`config.mk`:
```
export PLATFORM = sky130hd
export DESIGN_NAME = cfgrd_read_responder
export DESIGN_NICKNAME = d
export VERILOG_FILES = /design/src/rtl/cfgrd_pkg.sv /design/src/rtl/cfgrd_parser.sv /design/src/rtl/cfgrd_regbank.sv /design/src/rtl/cfgrd_emitter.sv /design/src/rtl/cfgrd_read_responder.sv
export SDC_FILE = /design/constraint.sdc
export NUM_CORES = 1
export LEC_CHECK = 0
export BUFFER_PORTS_ARGS = -buffer_cell sky130_fd_sc_hd__buf_2
export CORE_UTILIZATION = 55
export DETAILED_ROUTE_END_ITERATION = 10
export GPL_TIMING_DRIVEN = 0
export PLACE_DENSITY_LB_ADDON = 0.12
export SETUP_SLACK_MARGIN = 0.1
export SLEW_MARGIN = 10
export SYNTH_ARGS = -nofsm -noshare
export SYNTH_HDL_FRONTEND = slang
export SYNTH_HIERARCHICAL = 1
export SYNTH_SLANG_ARGS = --single-unit
```
`constraint.sdc`:
```
create_clock -name clk -period 4 [get_ports clk]
set_clock_uncertainty 0.15 [all_clocks]
set_input_delay 0.2 -clock clk [delete_from_list [all_inputs] [get_ports clk]]
set_output_delay 0.2 -clock clk [all_outputs]
set_load 0.1 [all_outputs]
```
`src/rtl/cfgrd_pkg.sv`:
```
package cfgrd_pkg;
  localparam logic [7:0] TOK_READ = 8'hC1;
  localparam logic [7:0] TOK_ACK  = 8'h03;
  localparam logic [7:0] TOK_END  = 8'h01;

  localparam int unsigned ID_BYTES   = 3;
  localparam int unsigned ADDR_BYTES = 2;
  localparam int unsigned DEST_W     = 8 * ID_BYTES;
  localparam int unsigned ADDR_W     = 8 * ADDR_BYTES;
  localparam int unsigned WORD_W     = 32;

  typedef enum logic [2:0] {
    P_IDLE,
    P_ID_HI,
    P_ID_MID,
    P_ID_LO,
    P_ADDR_HI,
    P_ADDR_LO,
    P_CLOSE
  } parse_st_t;
endpackage

```
`src/rtl/cfgrd_parser.sv`:
```
module cfgrd_parser
  import cfgrd_pkg::*;
(
  input  logic              clk,
  input  logic              rst_n,
  input  logic              tok_fire,
  input  logic              tok_ctrl,
  input  logic [7:0]        tok_data,
  output logic              req_fire,
  output logic [DEST_W-1:0] req_dest,
  output logic [ADDR_W-1:0] req_addr
);
  parse_st_t         state_q, state_d;
  logic [DEST_W-1:0] dest_q, dest_d;
  logic [ADDR_W-1:0] addr_q, addr_d;

  always_comb begin
    state_d  = state_q;
    dest_d   = dest_q;
    addr_d   = addr_q;
    req_fire = 1'b0;
    if (tok_fire) begin
      case (state_q)
        P_IDLE: begin
          if (tok_ctrl && tok_data == TOK_READ) state_d = P_ID_HI;
        end
        P_ID_HI: begin
          if (tok_ctrl) state_d = P_IDLE;
          else begin
            dest_d[23:16] = tok_data;
            state_d       = P_ID_MID;
          end
        end
        P_ID_MID: begin
          if (tok_ctrl) state_d = P_IDLE;
          else begin
            dest_d[15:8] = tok_data;
            state_d      = P_ID_LO;
          end
        end
        P_ID_LO: begin
          if (tok_ctrl) state_d = P_IDLE;
          else begin
            dest_d[7:0] = tok_data;
            state_d     = P_ADDR_HI;
          end
        end
        P_ADDR_HI: begin
          if (tok_ctrl) state_d = P_IDLE;
          else begin
            addr_d[15:8] = tok_data;
            state_d      = P_ADDR_LO;
          end
        end
        P_ADDR_LO: begin
          if (tok_ctrl) state_d = P_IDLE;
          else begin
            addr_d[7:0] = tok_data;
            state_d     = P_CLOSE;
          end
        end
        P_CLOSE: begin
          state_d = P_IDLE;
          if (tok_ctrl && tok_data == TOK_END) req_fire = 1'b1;
        end
        default: state_d = P_IDLE;
      endcase
    end
  end

  always_ff @(posedge clk or negedge rst_n) begin
    if (!rst_n) begin
      state_q <= P_IDLE;
      dest_q  <= '0;
      addr_q  <= '0;
    end else if (tok_fire) begin
      state_q <= state_d;
      dest_q  <= dest_d;
      addr_q  <= addr_d;
    end
  end

  assign req_dest = dest_q;
  assign req_addr = addr_q;
endmodule

```
`src/rtl/cfgrd_regbank.sv`:
```
module cfgrd_regbank
  import cfgrd_pkg::*;
#(
  parameter int unsigned NREGS = 16
) (
  input  logic              clk,
  input  logic              rst_n,
  input  logic              wr_en,
  input  logic [ADDR_W-1:0] wr_addr,
  input  logic [WORD_W-1:0] wr_data,
  input  logic [ADDR_W-1:0] rd_addr,
  output logic [WORD_W-1:0] rd_data
);
  localparam logic [ADDR_W:0] LIMIT = (ADDR_W+1)'(NREGS);

  logic [WORD_W-1:0] regs_q [NREGS];
  logic              wr_hit;

  assign wr_hit = wr_en && ({1'b0, wr_addr} < LIMIT);

  always_ff @(posedge clk or negedge rst_n) begin
    if (!rst_n) begin
      for (int i = 0; i < int'(NREGS); i++) regs_q[i] <= '0;
    end else if (wr_hit) begin
      for (int i = 0; i < int'(NREGS); i++) begin
        if (wr_addr == ADDR_W'(i)) regs_q[i] <= wr_data;
      end
    end
  end

  always_comb begin
    rd_data = '0;
    for (int i = 0; i < int'(NREGS); i++) begin
      if (rd_addr == ADDR_W'(i)) rd_data = regs_q[i];
    end
  end
endmodule

```
`src/rtl/cfgrd_emitter.sv`:
```
module cfgrd_emitter
  import cfgrd_pkg::*;
(
  input  logic              clk,
  input  logic              rst_n,
  input  logic              load,
  input  logic [DEST_W-1:0] load_dest,
  input  logic [WORD_W-1:0] load_word,
  input  logic              out_ready,
  output logic              out_valid,
  output logic              out_ctrl,
  output logic [7:0]        out_data,
  output logic [DEST_W-1:0] out_dest,
  output logic              busy
);
  localparam int unsigned NBYTES = WORD_W / 8;
  localparam int unsigned NTOK   = NBYTES + 2;
  localparam int unsigned IDX_W  = $clog2(NTOK);
  localparam logic [IDX_W-1:0] LAST = IDX_W'(NTOK - 1);

  logic              busy_q, busy_d;
  logic [IDX_W-1:0]  idx_q, idx_d;
  logic [WORD_W-1:0] word_q, word_d;
  logic [DEST_W-1:0] dest_q, dest_d;
  logic [7:0]        byte_arr [NBYTES];
  logic [7:0]        body_byte;

  for (genvar b = 0; b < int'(NBYTES); b++) begin : g_slice
    assign byte_arr[b] = word_q[WORD_W-1-8*b -: 8];
  end

  always_comb begin
    body_byte = '0;
    for (int b = 0; b < int'(NBYTES); b++) begin
      if (idx_q == IDX_W'(b + 1)) body_byte = byte_arr[b];
    end
  end

  always_comb begin
    busy_d = busy_q;
    idx_d  = idx_q;
    word_d = word_q;
    dest_d = dest_q;
    if (load) begin
      busy_d = 1'b1;
      idx_d  = '0;
      word_d = load_word;
      dest_d = load_dest;
    end else if (busy_q && out_ready) begin
      if (idx_q == LAST) begin
        busy_d = 1'b0;
        idx_d  = '0;
      end else begin
        idx_d = idx_q + 1'b1;
      end
    end
  end

  always_ff @(posedge clk or negedge rst_n) begin
    if (!rst_n) begin
      busy_q <= 1'b0;
      idx_q  <= '0;
      word_q <= '0;
      dest_q <= '0;
    end else begin
      busy_q <= busy_d;
      idx_q  <= idx_d;
      word_q <= word_d;
      dest_q <= dest_d;
    end
  end

  always_comb begin
    out_valid = busy_q;
    out_dest  = dest_q;
    if (idx_q == '0) begin
      out_ctrl = 1'b1;
      out_data = TOK_ACK;
    end else if (idx_q == LAST) begin
      out_ctrl = 1'b1;
      out_data = TOK_END;
    end else begin
      out_ctrl = 1'b0;
      out_data = body_byte;
    end
  end

  assign busy = busy_q;
endmodule

```
`src/rtl/cfgrd_read_responder.sv`:
```
module cfgrd_read_responder
  import cfgrd_pkg::*;
#(
  parameter int unsigned NREGS = 16,
  parameter int unsigned NET_W = 4
) (
  input  logic             clk,
  input  logic             rst_n,
  input  logic             in_valid,
  output logic             in_ready,
  input  logic             in_ctrl,
  input  logic [7:0]       in_data,
  input  logic [NET_W-1:0] in_net,
  output logic             out_valid,
  input  logic             out_ready,
  output logic             out_ctrl,
  output logic [7:0]       out_data,
  output logic [23:0]      out_dest,
  output logic [NET_W-1:0] out_net,
  input  logic             wr_en,
  input  logic [15:0]      wr_addr,
  input  logic [31:0]      wr_data
);
  logic              busy;
  logic              accept;
  logic              tok_fire;
  logic              req_fire;
  logic [DEST_W-1:0] req_dest;
  logic [ADDR_W-1:0] req_addr;
  logic [WORD_W-1:0] rd_word;

  assign in_ready = !busy;
  assign accept   = in_valid && in_ready;
  assign tok_fire = accept && (in_net == '0);
  assign out_net  = '0;

  cfgrd_parser u_parser (
    .clk      (clk),
    .rst_n    (rst_n),
    .tok_fire (tok_fire),
    .tok_ctrl (in_ctrl),
    .tok_data (in_data),
    .req_fire (req_fire),
    .req_dest (req_dest),
    .req_addr (req_addr)
  );

  cfgrd_regbank #(.NREGS(NREGS)) u_bank (
    .clk     (clk),
    .rst_n   (rst_n),
    .wr_en   (wr_en),
    .wr_addr (wr_addr),
    .wr_data (wr_data),
    .rd_addr (req_addr),
    .rd_data (rd_word)
  );

  cfgrd_emitter u_emit (
    .clk       (clk),
    .rst_n     (rst_n),
    .load      (req_fire),
    .load_dest (req_dest),
    .load_word (rd_word),
    .out_ready (out_ready),
    .out_valid (out_valid),
    .out_ctrl  (out_ctrl),
    .out_data  (out_data),
    .out_dest  (out_dest),
    .busy      (busy)
  );
endmodule

```
==> impl_metrics.yaml <==
power_and_ir_drop:
  vdd_drop_max_mv: 0.307
  post_route_total_power_uw: 13000
  power.density_mw_per_mm2: 396
  power.leakage_uw: 0.0159
global_route:
  number_of_antenna_violations_at_the_first_check_in_global_routing: 6
  met3_usage_pct: 10.1
  global_route.usage.total_pct: 36.4
  met1_track_utilization_from_global_routing_pct: 51.3
  vias_in_the_first_global_route: 20100
  grt.overflow.total: 0
  first_pass_grt_wire_length_um: 138000
  most_congested_layer_reported_by_global_routing: "met2"
  met2_usage_pct: 53.3
  grt_max_degree: 115
setup_path:
  timing.critical_path.from: "u_parser/req_addr[0]"
  critPathKind: "reg -> reg"
  critPathLaunchType: "flip-flop"
  worst_setup_path_end_kind: "flip-flop"
  worst-endpoint-required_ns: 4.38
  worstPathArrival_ns: 4.37
  worst_path_most_repeated_cell: "buf_4"
  crit_path_top_delay_cell: "clkdlybuf4s18_2"
  path_max_fanout: 10
  max_incr_delay_on_cp_ns: 0.59
  r2r-start: "u_parser/req_addr[0]"
  worst_r2r_path_depth: 10
  crit_chain: "buf_2, buf_4, buf_4, buf_4, clkdlybuf4s18_2, nor2_1, o21ai_0, a211oi_1, o22ai_1, mux2_2"
placed_design:
  port_buffers: 97
  gp_congestion: 1.01
  dp.final_hpwl_um: 62300
  post_dp_cell_area_mm2: 0.0298
  place.detailed.instances: 2889
synthesis:
  synth.ff_latch_count: 615
  netlist-cell-type-count: 75
  postSynthCellCount: 2110
  synth_top_flop_cell: "dfrtp_1"
  post-synth-top-area-cell: "dfrtp_1"
  ys_async_sr_fraction_pct: 100
  synth-warning-count: 6
  netlist.area_leader.share_pct: 54.5
  synth_area_leaders: "dfrtp_1 (55%), mux2_2 (24%), mux4_2 (3.7%), mux2i_1 (1.9%), clkbuf_1 (1.3%)"
  yosysSeqAreaShare_pct: 54.5
  netlist_area_mm2: 0.0282
  synth-edff-count: 0
  avgSynthCellArea_um2: 13.4
sta:
  max_clock_freq_ghz: 0.251
  layout_worst_path_cycle_share_pct: 99.6
  fin_setup_tns_ns: 0
  final-setup-viol-count: 0
  slew_viol_final: 0
  max-slew-margin-rel_pct: 19.3
  max_slew.worst_pin.slew_ns: 1.21
  rsz0062_at_grt: "no"
  worst_hold_slack_ns: 0.0978
  final_hold_viol_count: 0
  finalWorstPathRequiredPeriod_ns: 3.98
clocking:
  clock_sinks: 615
  cts_buffer_depth: 3
  clk-insertion-delay-late_ns: 0.61
  cts_max_level: 3
  numCtsBuffers: 67
  clock_tree.root_cell: "clkbuf_16"
  clk_pin_slew_ns: 0.06
  cts_tree: "yes"
floorplan:
  die_area_mm2: 0.0522
  io-pin-count: 105
  die_boundary_height_um: 229
  floorplan.die.width_um: 229
  starting_utilization_of_the_core_area_pct: 56.0
  placeableCoreArea_mm2: 0.0504
  std_cell_rows: 82
finish:
  layout.cells.most_common: "dfrtp_1"
  layout.cell_area.non_filler_mm2: 0.0328
  drive_gt1_share_pct: 41.6
  post_layout_nonfiller_instances: 3069
  mostFrequentLayoutCells: "dfrtp_1 (615), mux2_2 (605), buf_2 (134)"
  finalNetCount: 2411
  syn_to_final_growth_pct: 16.1
min_path:
  holdCritPathClass: "in -> reg"
  hold-path-cell-count: 5
  holdCritStartpoint: "in_net[0]"
route:
  detail_route.wirelength_um: 93100
  detailedRoute.firstPassIterationCount: 8
  detail_route.vias_per_cell: 6.46
  antenna_left: 0
  drc: 0
  post_drt_wl_per_cell_um: 30.3
  drt_first_iter_violations: 2332
  vias: 19800
status:
  run_status: "finished, final reports clean"
run:
  max-cap-violations: 0
## where the power goes
group          switching, µW  internal [µW]  total [µW]
clock                   2520           3760        6280
combinational            297            121         418
sequential              15.6           6250        6270
total                   2840          10100       13000
## layer usage
layer | vias to the layer above | share of wire [%]
met3 | 227 | 10
met1 | 10400 | 42
met5 | - | 0.044
met2 | 994 | 44
met4 | 6 | 4.4
li1 | 8216 | -
## through the flow
stage	util (%)	worst slack, ns
floorplan	-	0.245
global placement	58.7	-9.89
detailed placement	59.1	-1.08
CTS	65.0	0.0812
global route	65.1	0.107
finish	65.1	0.0165
## sequential cells by signal, summed over array words and instances (netlist names)
signal             count
u_emit/busy            1
u_parser/req_addr     16
u_emit/byte_arr       32
u_parser/state_q       3
u_bank/regs_q        512
u_parser/req_dest     24
u_emit/idx_q           3
u_emit/out_dest       24
## cell usage after synthesis (all sizes together), types with 4 or more instances
cell type / n
a211oi: 13
a21o: 4
a21oi: 45
a221oi: 5
a222oi: 4
a22o: 10
a22oi: 19
a2bb2oi: 15
a32oi: 8
and3b: 16
buf: 73
clkbuf: 101
dfrtp: 615
inv: 7
mux2: 617
mux2i: 53
mux4: 46
nand2: 84
nand2b: 16
nand3: 16
nand3b: 4
nand4: 8
nor2: 100
nor2b: 14
nor3: 17
nor3b: 4
nor4: 9
o211ai: 4
o21ai: 68
o221ai: 4
o22ai: 50
o32ai: 6
or3: 4
or4: 8
## area by class of cell
type	count	area (µm²)
clock buffers	110	2170
clock inverters	11	85.1
multi-input cells	1317	12200
diodes	1	2.50
fillers	3799	17600
flip-flops and latches	615	15400
plain buffers	174	876
repair buffers	162	1230
well taps	672	841
inverters	7	26.3
## path summary, 6_finish.rpt
path | to | slack, ns
min in group asynchronous | u_bank/regs_q[230] | 0.51
hold reg to reg | u_bank/regs_q[102] | 0.34
max in group asynchronous | u_bank/regs_q[382] | 1.55
hold / removal | u_parser/state_q[2] | 0.1
setup reg to reg | u_emit/byte_arr[30] | 0.02
setup / recovery | u_emit/byte_arr[30] | 0.02
## logic make-up after synthesis
| family | Yosys count | synth area share (%) |
|---|---|---|
| xor+xnor | 1 | 0.0310 |
| simple gates | 316 | 5.73 |
| mux | 716 | 30.3 |
| fa+ha+maj | 2 | 0.0798 |
| flops | 615 | 54.5 |
| buf+inv | 181 | 2.84 |
| compound gates | 278 | 6.54 |
| other cells | 1 | 0.0133 |
## critical path, delay by kind of cell (launching register included)
family / cells / cell delay [ns]
compound gates: 3 / 0.95
buf+inv: 5 / 2.07
flops: 1 / 0.37
mux: 1 / 0.26
simple gates: 1 / 0.09
## timing repair
action                                  CTS  global route
endpoints found under the hold margin   598             0
cloned                                    0             0
endpoints found under the setup margin   32            19
gates resized for setup                  64            18
pin swaps                                 4             1
hold buffers                             49             0
setup buffers                             8             1
Power figures use the tool's default switching activity.
